--- src/rtl/intake_pkg.sv ---
package intake_pkg;

  localparam int unsigned DEF_INSTR_W = 26;
  localparam int unsigned DEF_PATH_W  = 11;
  localparam int unsigned OP_W        = 2;
  localparam logic [OP_W-1:0] DEF_TAIL_OP = 2'b11;

  typedef enum logic [1:0] {
    ARR_NONE  = 2'd0,
    ARR_WORD  = 2'd1,
    ARR_TAIL  = 2'd2,
    ARR_TOKEN = 2'd3
  } arrival_e;

  // Sort one arrival into its kind; a token wins over any word contents.
  function automatic arrival_e classify(input logic valid, input logic token,
                                        input logic [OP_W-1:0] op,
                                        input logic [OP_W-1:0] tail_op);
    if (!valid)             return ARR_NONE;
    else if (token)         return ARR_TOKEN;
    else if (op == tail_op) return ARR_TAIL;
    else                    return ARR_WORD;
  endfunction

  // Gate state: sealing beats reopening in the same cycle.
  function automatic logic seal_next(input logic sealed, input logic tail_acc,
                                     input logic unseal);
    if (tail_acc)    return 1'b1;
    else if (unseal) return 1'b0;
    else             return sealed;
  endfunction

  // Kill flag: set by an accepted token, cleared by acknowledgment.
  function automatic logic kill_next(input logic pending, input logic tok_acc,
                                     input logic ack);
    if (tok_acc)  return 1'b1;
    else if (ack) return 1'b0;
    else          return pending;
  endfunction

endpackage

--- src/rtl/intake_decode.sv ---
module intake_decode
  import intake_pkg::*;
#(
  parameter int unsigned INSTR_W = DEF_INSTR_W,
  parameter int unsigned PATH_W  = DEF_PATH_W,
  parameter logic [OP_W-1:0] TAIL_OP = DEF_TAIL_OP,
  localparam int unsigned WORD_W = INSTR_W + PATH_W
) (
  input  logic              in_valid,
  input  logic              in_token,
  input  logic [WORD_W-1:0] in_word,
  output arrival_e          kind,
  output logic [INSTR_W-1:0] instr
);

  logic [PATH_W-1:0] path_unused;
  logic [OP_W-1:0]   opcode;

  assign instr       = in_word[WORD_W-1:PATH_W];
  assign path_unused = in_word[PATH_W-1:0];
  assign opcode      = instr[INSTR_W-1 -: OP_W];
  assign kind        = classify(in_valid, in_token, opcode, TAIL_OP);

endmodule

--- src/rtl/intake_epi_fifo.sv ---
module intake_epi_fifo #(
  parameter int unsigned W     = 26,
  parameter int unsigned DEPTH = 4,
  localparam int unsigned PTR_W = (DEPTH > 1) ? $clog2(DEPTH) : 1,
  localparam int unsigned CNT_W = $clog2(DEPTH + 1)
) (
  input  logic         clk,
  input  logic         rst_n,
  input  logic         push,
  input  logic         pop,
  input  logic [W-1:0] din,
  output logic [W-1:0] dout,
  output logic         empty,
  output logic         full
);

  logic [W-1:0]     mem [DEPTH];
  logic [PTR_W-1:0] wr_ptr, rd_ptr;
  logic [CNT_W-1:0] count;
  logic             do_push, do_pop;

  function automatic logic [PTR_W-1:0] ptr_inc(input logic [PTR_W-1:0] p);
    return (p == PTR_W'(DEPTH - 1)) ? '0 : p + 1'b1;
  endfunction

  assign empty   = (count == '0);
  assign full    = (count == CNT_W'(DEPTH));
  assign do_push = push && !full;
  assign do_pop  = pop && !empty;
  assign dout    = mem[rd_ptr];

  always_ff @(posedge clk) begin
    if (!rst_n) begin
      wr_ptr <= '0;
      rd_ptr <= '0;
      count  <= '0;
    end else begin
      if (do_push) wr_ptr <= ptr_inc(wr_ptr);
      if (do_pop)  rd_ptr <= ptr_inc(rd_ptr);
      if (do_push && !do_pop)      count <= count + 1'b1;
      else if (do_pop && !do_push) count <= count - 1'b1;
    end
  end

  always_ff @(posedge clk) begin
    if (do_push) mem[wr_ptr] <= din;
  end

endmodule

--- src/rtl/intake_state.sv ---
module intake_state
  import intake_pkg::*;
(
  input  logic clk,
  input  logic rst_n,
  input  logic tail_acc,
  input  logic unseal,
  input  logic tok_acc,
  input  logic kill_ack,
  output logic sealed,
  output logic kill_pending
);

  always_ff @(posedge clk) begin
    if (!rst_n) begin
      sealed       <= 1'b0;
      kill_pending <= 1'b0;
    end else begin
      sealed       <= seal_next(sealed, tail_acc, unseal);
      kill_pending <= kill_next(kill_pending, tok_acc, kill_ack);
    end
  end

endmodule

--- src/rtl/intake_gate.sv ---
module intake_gate
  import intake_pkg::*;
#(
  parameter int unsigned INSTR_W   = DEF_INSTR_W,
  parameter int unsigned PATH_W    = DEF_PATH_W,
  parameter int unsigned EPI_DEPTH = 4,
  parameter logic [OP_W-1:0] TAIL_OP = DEF_TAIL_OP,
  localparam int unsigned WORD_W = INSTR_W + PATH_W
) (
  input  logic               clk,
  input  logic               rst_n,
  input  logic               in_valid,
  input  logic               in_token,
  input  logic [WORD_W-1:0]  in_word,
  output logic               in_ready,
  input  logic               unseal,
  output logic               out_valid,
  input  logic               out_ready,
  output logic [INSTR_W-1:0] out_instr,
  output logic               kill_pending,
  input  logic               kill_ack
);

  arrival_e           kind;
  logic [INSTR_W-1:0] instr;
  logic [INSTR_W-1:0] epi_head;
  logic               sealed, epi_empty, epi_full, bypass;
  logic               word_in, tail_in, tok_in;
  logic               tail_acc, tok_acc, epi_push, epi_pop;

  intake_decode #(.INSTR_W(INSTR_W), .PATH_W(PATH_W), .TAIL_OP(TAIL_OP)) u_decode (
    .in_valid (in_valid),
    .in_token (in_token),
    .in_word  (in_word),
    .kind     (kind),
    .instr    (instr)
  );

  assign word_in = (kind == ARR_WORD);
  assign tail_in = (kind == ARR_TAIL);
  assign tok_in  = (kind == ARR_TOKEN);

  // Open gate with nothing stored: words go straight through.
  assign bypass = !sealed && epi_empty;

  always_comb begin
    unique case (kind)
      ARR_TOKEN: in_ready = !kill_pending;
      ARR_TAIL:  in_ready = sealed || epi_empty;
      default:   in_ready = bypass ? out_ready : !epi_full;
    endcase
  end

  assign tail_acc = tail_in && in_ready;
  assign tok_acc  = tok_in && in_ready;
  assign epi_push = word_in && !bypass && !epi_full;
  assign epi_pop  = !sealed && !epi_empty && out_ready;

  assign out_valid = !sealed && (!epi_empty || word_in);
  assign out_instr = epi_empty ? instr : epi_head;

  intake_epi_fifo #(.W(INSTR_W), .DEPTH(EPI_DEPTH)) u_epi (
    .clk   (clk),
    .rst_n (rst_n),
    .push  (epi_push),
    .pop   (epi_pop),
    .din   (instr),
    .dout  (epi_head),
    .empty (epi_empty),
    .full  (epi_full)
  );

  intake_state u_state (
    .clk          (clk),
    .rst_n        (rst_n),
    .tail_acc     (tail_acc),
    .unseal       (unseal),
    .tok_acc      (tok_acc),
    .kill_ack     (kill_ack),
    .sealed       (sealed),
    .kill_pending (kill_pending)
  );

endmodule

--- config.mk ---
export PLATFORM = sky130hd
export DESIGN_NAME = intake_gate
export DESIGN_NICKNAME = d
export VERILOG_FILES = /design/src/rtl/intake_pkg.sv /design/src/rtl/intake_decode.sv /design/src/rtl/intake_epi_fifo.sv /design/src/rtl/intake_state.sv /design/src/rtl/intake_gate.sv
export SDC_FILE = /design/constraint.sdc
export NUM_CORES = 1
export LEC_CHECK = 0
export ABC_AREA = 1
export BUFFER_PORTS_ARGS = -buffer_cell sky130_fd_sc_hd__buf_2
export CORE_ASPECT_RATIO = 0.5
export CORE_MARGIN = 2
export CORE_UTILIZATION = 57
export DETAILED_ROUTE_END_ITERATION = 8
export PLACE_DENSITY = 0.86
export SETUP_SLACK_MARGIN = 0.5
export SLEW_MARGIN = 10
export SYNTH_ARGS = -nofsm -noshare
export SYNTH_HDL_FRONTEND = slang
export SYNTH_SLANG_ARGS = --single-unit
--- constraint.sdc ---
create_clock -name clk -period 3.29 [get_ports clk]
set_input_delay 0.658 -clock clk [delete_from_list [all_inputs] [get_ports clk]]
set_output_delay 0.658 -clock clk [all_outputs]
set_load 0.1 [all_outputs]
Yosys cells after proc, flatten, opt, wreduce, memory -nomap -nowiden
Memories as Yosys holds them, arrays and structs flattened. A register that Yosys moved wholly into a read port is not among the register bits.
Cells that the tools add are included.
{ "op_classes": {"n_reduce_logical": 25, "div": 0, "n_shift": 0, "addsub": 4, "multipliers": 0, "order_cmp": 0, "bitwise_logic": 0, "muxes": 18, "n_eq_ne": 7} }
{ "ops": {"columns": ["operator", "count"], "rows": [
  ["26-bit two-way mux", 1],
  ["2-bit two-way mux", 7],
  ["1-bit logical AND", 12],
  ["2-bit == test (second input constant)", 5],
  ["1-bit logical NOT", 7],
  ["1-bit two-way mux", 7],
  ["3-bit two-way mux", 2],
  ["2-bit nonzero test", 3],
  ["2-bit by 1-bit adder with 2-bit output (second input constant)", 2],
  ["3-bit by 1-bit adder with 3-bit output (second input constant)", 1],
  ["3-bit == test (second input constant)", 1],
  ["3-bit logical NOT", 1],
  ["3-bit by 1-bit subtractor with 3-bit output (second input constant)", 1],
  ["2-bit by 1-bit == test with 1-bit output (second input constant)", 1],
  ["1-bit logical OR", 2],
  ["1-bit one-hot mux with 2 select lines", 1]
]} }
{ "totals": {"output_inout_bits": 29, "ramBits": 104, "mem_bits_ro": 0, "input_bits": 44, "memories": 1, "latch_bits": 0, "register_bits": 9} }
{ "memory_table": {"columns": ["memory", "words", "word_bits", "rd", "rd_ports_with_merged_regs", "write_ports", "line_no", "rtl"], "rows": [
  ["u_epi.mem", 4, 26, 1, 1, 1, "intake_epi_fifo.sv:17", "logic [W-1:0] mem [DEPTH];"]
]} }

Depth between registers and ports, before layout
{ "depth": {"depth_word": 12, "mapped_depth": 13, "mapped_depth_nobuf": 13} }

Modules after synthesis
From an unflattened synthesis, not the netlist that was laid out.
{ "hier_totals": {"cells_unflattened": 470, "hier_area_um2": 5062.4} }
{ "modules_own_cells": {"columns": ["mod", "n_inst", "seq_area_each_um2", "area_each_um2", "cells_per_inst"], "rows": [
  ["intake_epi_fifo", 1, 3303.2, 4345.4, 323],
  ["intake_gate", 1, 0.0, 415.4, 104],
  ["intake_decode", 1, 0.0, 225.2, 32],
  ["intake_state", 1, 40.0, 76.3, 11]
]} }

Least setup slack after synthesis
Ideal clock, no wire load.
{ "synth_timing": {"path_type": "input port to output port", "from": "input in_word[35]", "to": "output out_valid", "arrival_ns": 2.935, "slack_ns": -0.303, "path_buffers": 0, "stages": 3, "path_cell_list": "nand2_1 -> nand3_1 -> o21ai_0"} }
{ "synth_via": {"elab_chain_cells": 7} }
{ "synth_rtl": {"columns": ["item", "line_no", "rtl"], "rows": [
  ["start, declared", "intake_gate.sv:14", "input logic [WORD_W-1:0] in_word,"],
  ["2-bit == test", "intake_pkg.sv:21", "else if (op == tail_op) return ARR_TAIL;"],
  ["2-bit two-way mux", "intake_pkg.sv:21", null],
  ["2-bit two-way mux", "intake_pkg.sv:20", "else if (token) return ARR_TOKEN;"],
  ["2-bit two-way mux", "intake_pkg.sv:19", "if (!valid) return ARR_NONE;"],
  ["2-bit by 1-bit == test with 1-bit output", "intake_gate.sv:39", "assign word_in = (kind == ARR_WORD);"],
  ["1-bit logical OR", "intake_gate.sv:59", "assign out_valid = !sealed && (!epi_empty || word_in);"],
  ["1-bit logical AND", "intake_gate.sv:59", null],
  ["end, declared", "intake_gate.sv:17", "output logic out_valid,"]
]} }
Every way passes these cells.

==> metrics <==
status=finished, final reports clean; Worst setup EP type=output port; antenna violations before repair=0; worst r2r path cells=10; layout cells sized above 1=about 21%; HPWL Detailed=5.76 mm; Hold Crit Start=kill_ack; CP Class=reg -> out; Final min period=2.70 ns; via count=3804; Root Driver=clkbuf_16; final wirelength=12.1 mm; internal reg-to-reg setup slack=about 1.2 ns; H-tree Lvls=4; Clk pin slew, worst setup/hold paths=0.06 ns; first-pass GRT wire length=approximately 18 mm; Num CTS Buffers=17; post-synthesis sequential area ratio=67.0%; critical-path maximum fanout=14; Synth Instances=458; Num Clock Sinks=between 100 and 150; Site Rows=24; Finished Cell Area=6030 µm²; fmax=370 MHz; Max Slew Vio Count=0; Least-Margin Pin Slew=0.498 ns; n_diodes=0; Buf/Inv on CP=2; CTS tree=done; Worst Hold Depth=2; grt total ovfl=0; CTS Buffer Depth=2; # DRC=0; Total GRT Usage=25.6%; Placed Area=between 5000 and 6000 µm²; FF+latch count, synth=115; setup TNS=0 ns; startpoint types=flop; Post-synth top cells=edfxtp_1, nand2_1, nor2_1, o21ai_1, inv_1; gpl congestion=~0.8; Synth Net Count=509; number of port buffers=61; Max-Cap Viols=0; post-synth top area share=62.6%; syn avg cell area=10.9 µm²; period utilization=82.1%; clock skew=0.0116 ns; Arr. time, crit path=approximately 2.0 ns; top cells by area, synth=edfxtp_1, o21ai_1, nand2_1; # setup viols final=0; wire per inst=18.4 µm; Ports=73; die width=136 µm; prevailing post-synth register cell=edfxtp_1; area grow syn2layout=20.9%; Die Span Y=70.2 µm; worst rel slew slack=66.7%; largest net degree at the start of global routing=between 50 and 60; Nets=579; via-per-instance ratio=5.78; DIE AREA=~9600 µm²; Worst Hold Class=in -> reg; reg2reg start=u_epi.count[0]$_SDFFE_PN0P_; number of synthesized flops with an enable pin=104; Core ar.=8620 µm²; crit-path cells=buf_4 > nor2_1 > nor2_1 > o21ai_1 > o21ai_1 > nand2_1 > nand2_1 > buf_4; synth unique cells=26; crit-path leading delay family=buffers and inverters; Netlist Area Pre-Place=4990 µm²; slowest stage cell, crit path=dfxtp_4; synthesis warning total=0; CP max stage delay=0.48 ns; Initial DRC Count=418; initial core utilization=57.9%; async set or reset register ratio after synthesis=0%; number of global-route vias before repair=3754; unrepaired setup endpoints after global routing=no; Min Hold Slack=0.431 ns; top-count cell post-synth=edfxtp_1; Final Hold Viols=0; Skew-Pair Late Insertion Delay=0.41 ns; worst hold endpoint=u_state.kill_pending$_SDFFE_PN0P_; cell taking the most area after synthesis=edfxtp_1; Hold Buf Count CTS=0; Reg-to-Reg End=u_epi.count[2]$_SDFFE_PN0P_; 1st-pass router iterations=6; Crit path required time=2.63 ns; ANT nets after route=0
[sequential cells by signal (all words and copies together) (netlist names), named ones only]
signal	count
u_epi.count	3
u_epi.wr_ptr	2
u_state.kill_pending	1
u_epi.mem	104
u_state.sealed	1
u_epi.rd_ptr	2
[layout make-up]
class                      instances  area (µm²)
inverter                          24        97.6
clock inverter                    15         181
sequential                       115        3350
tap                              117         146
timing repair buffer              72         485
clock buffer                      17         425
multi-input combinational        298        1350
fill                             531        2590
[kinds of logic (layout without fill, tap and decap cells)]
kind of cell	count (synthesis)	after routing	synth area share, %
buf+inv	45	128	6.27
compound gates	92	92	9.28
flops	115	115	67.0
simple gates	199	199	15.6
fa+ha+maj	7	7	1.91
[cells in the final DEF (no fill, tap or decap), types with 2 or more instances in the layout]
cell type  Yosys  routed
inv_6          1       3
nand2_1       95      95
clkbuf_4       1      20
edfxtp_1     104     104
clkinv_2       1       2
buf_4          3      13
nor2_1        91      87
buf_12         3       2
o21ai_1       76      77
nand3_1        6       6
inv_1         21      21
clkbuf_16      0      17
clkinv_4       0       6
bufinv_16      0       3
buf_6          9       2
o21ai_0        8       7
buf_2          5      35
dfxtp_1       11      10
nand4_1        2       2
ha_1           6       6
a21oi_1        7       6
nor2_2         1       5
[layer usage]
metal / wire length, µm / track usage [%] / vias to the layer above
li1: - / - / 1710
met1: 4430 / 31.7 / 1748
met2: 5980 / 42.0 / 293
met3: 1290 / 8.06 / 53
met4: 433 / 10.6 / 0
met5: 0 / 0 / -
[worst register-to-register path, delay by kind of cell (launching register included)]
family | cells | cell delay, ns
adders and majority gates | 2 | 0.57
and+or+nand+nor | 5 | 0.74
AOI/OAI and AO/OA | 2 | 0.22
buffers and inverters | 1 | 0.07
DFF | 1 | 0.34
[worst max path at each step]
stage	slack, ns	cells past startpoint	to
after floorplan	0.45	3	out_valid
after global placement	0.84	8	out_instr[2]
after detailed placement	0.80	8	out_instr[4]
after CTS	0.50	6	out_instr[19]
after global routing	0.52	6	out_instr[19]
final	0.59	8	out_instr[4]
[through the flow]
step	instances	worst slack (ns)	utilization, %
final	658	0.587	70.0
after global placement	625	0.842	62.0
after global routing	658	0.518	70.0
after detailed placement	625	0.800	62.0
after CTS	657	0.501	69.2
after floorplan	458	0.451	-
[repair_timing]
action                     CTS  global route
setup endpoints to repair   19            26
setup buffers                0             1
gates resized for setup      7            22
Power is left out: the tool's default activity adds up to more than one toggle a clock period on the data nets, which glitch-free logic cannot reach.
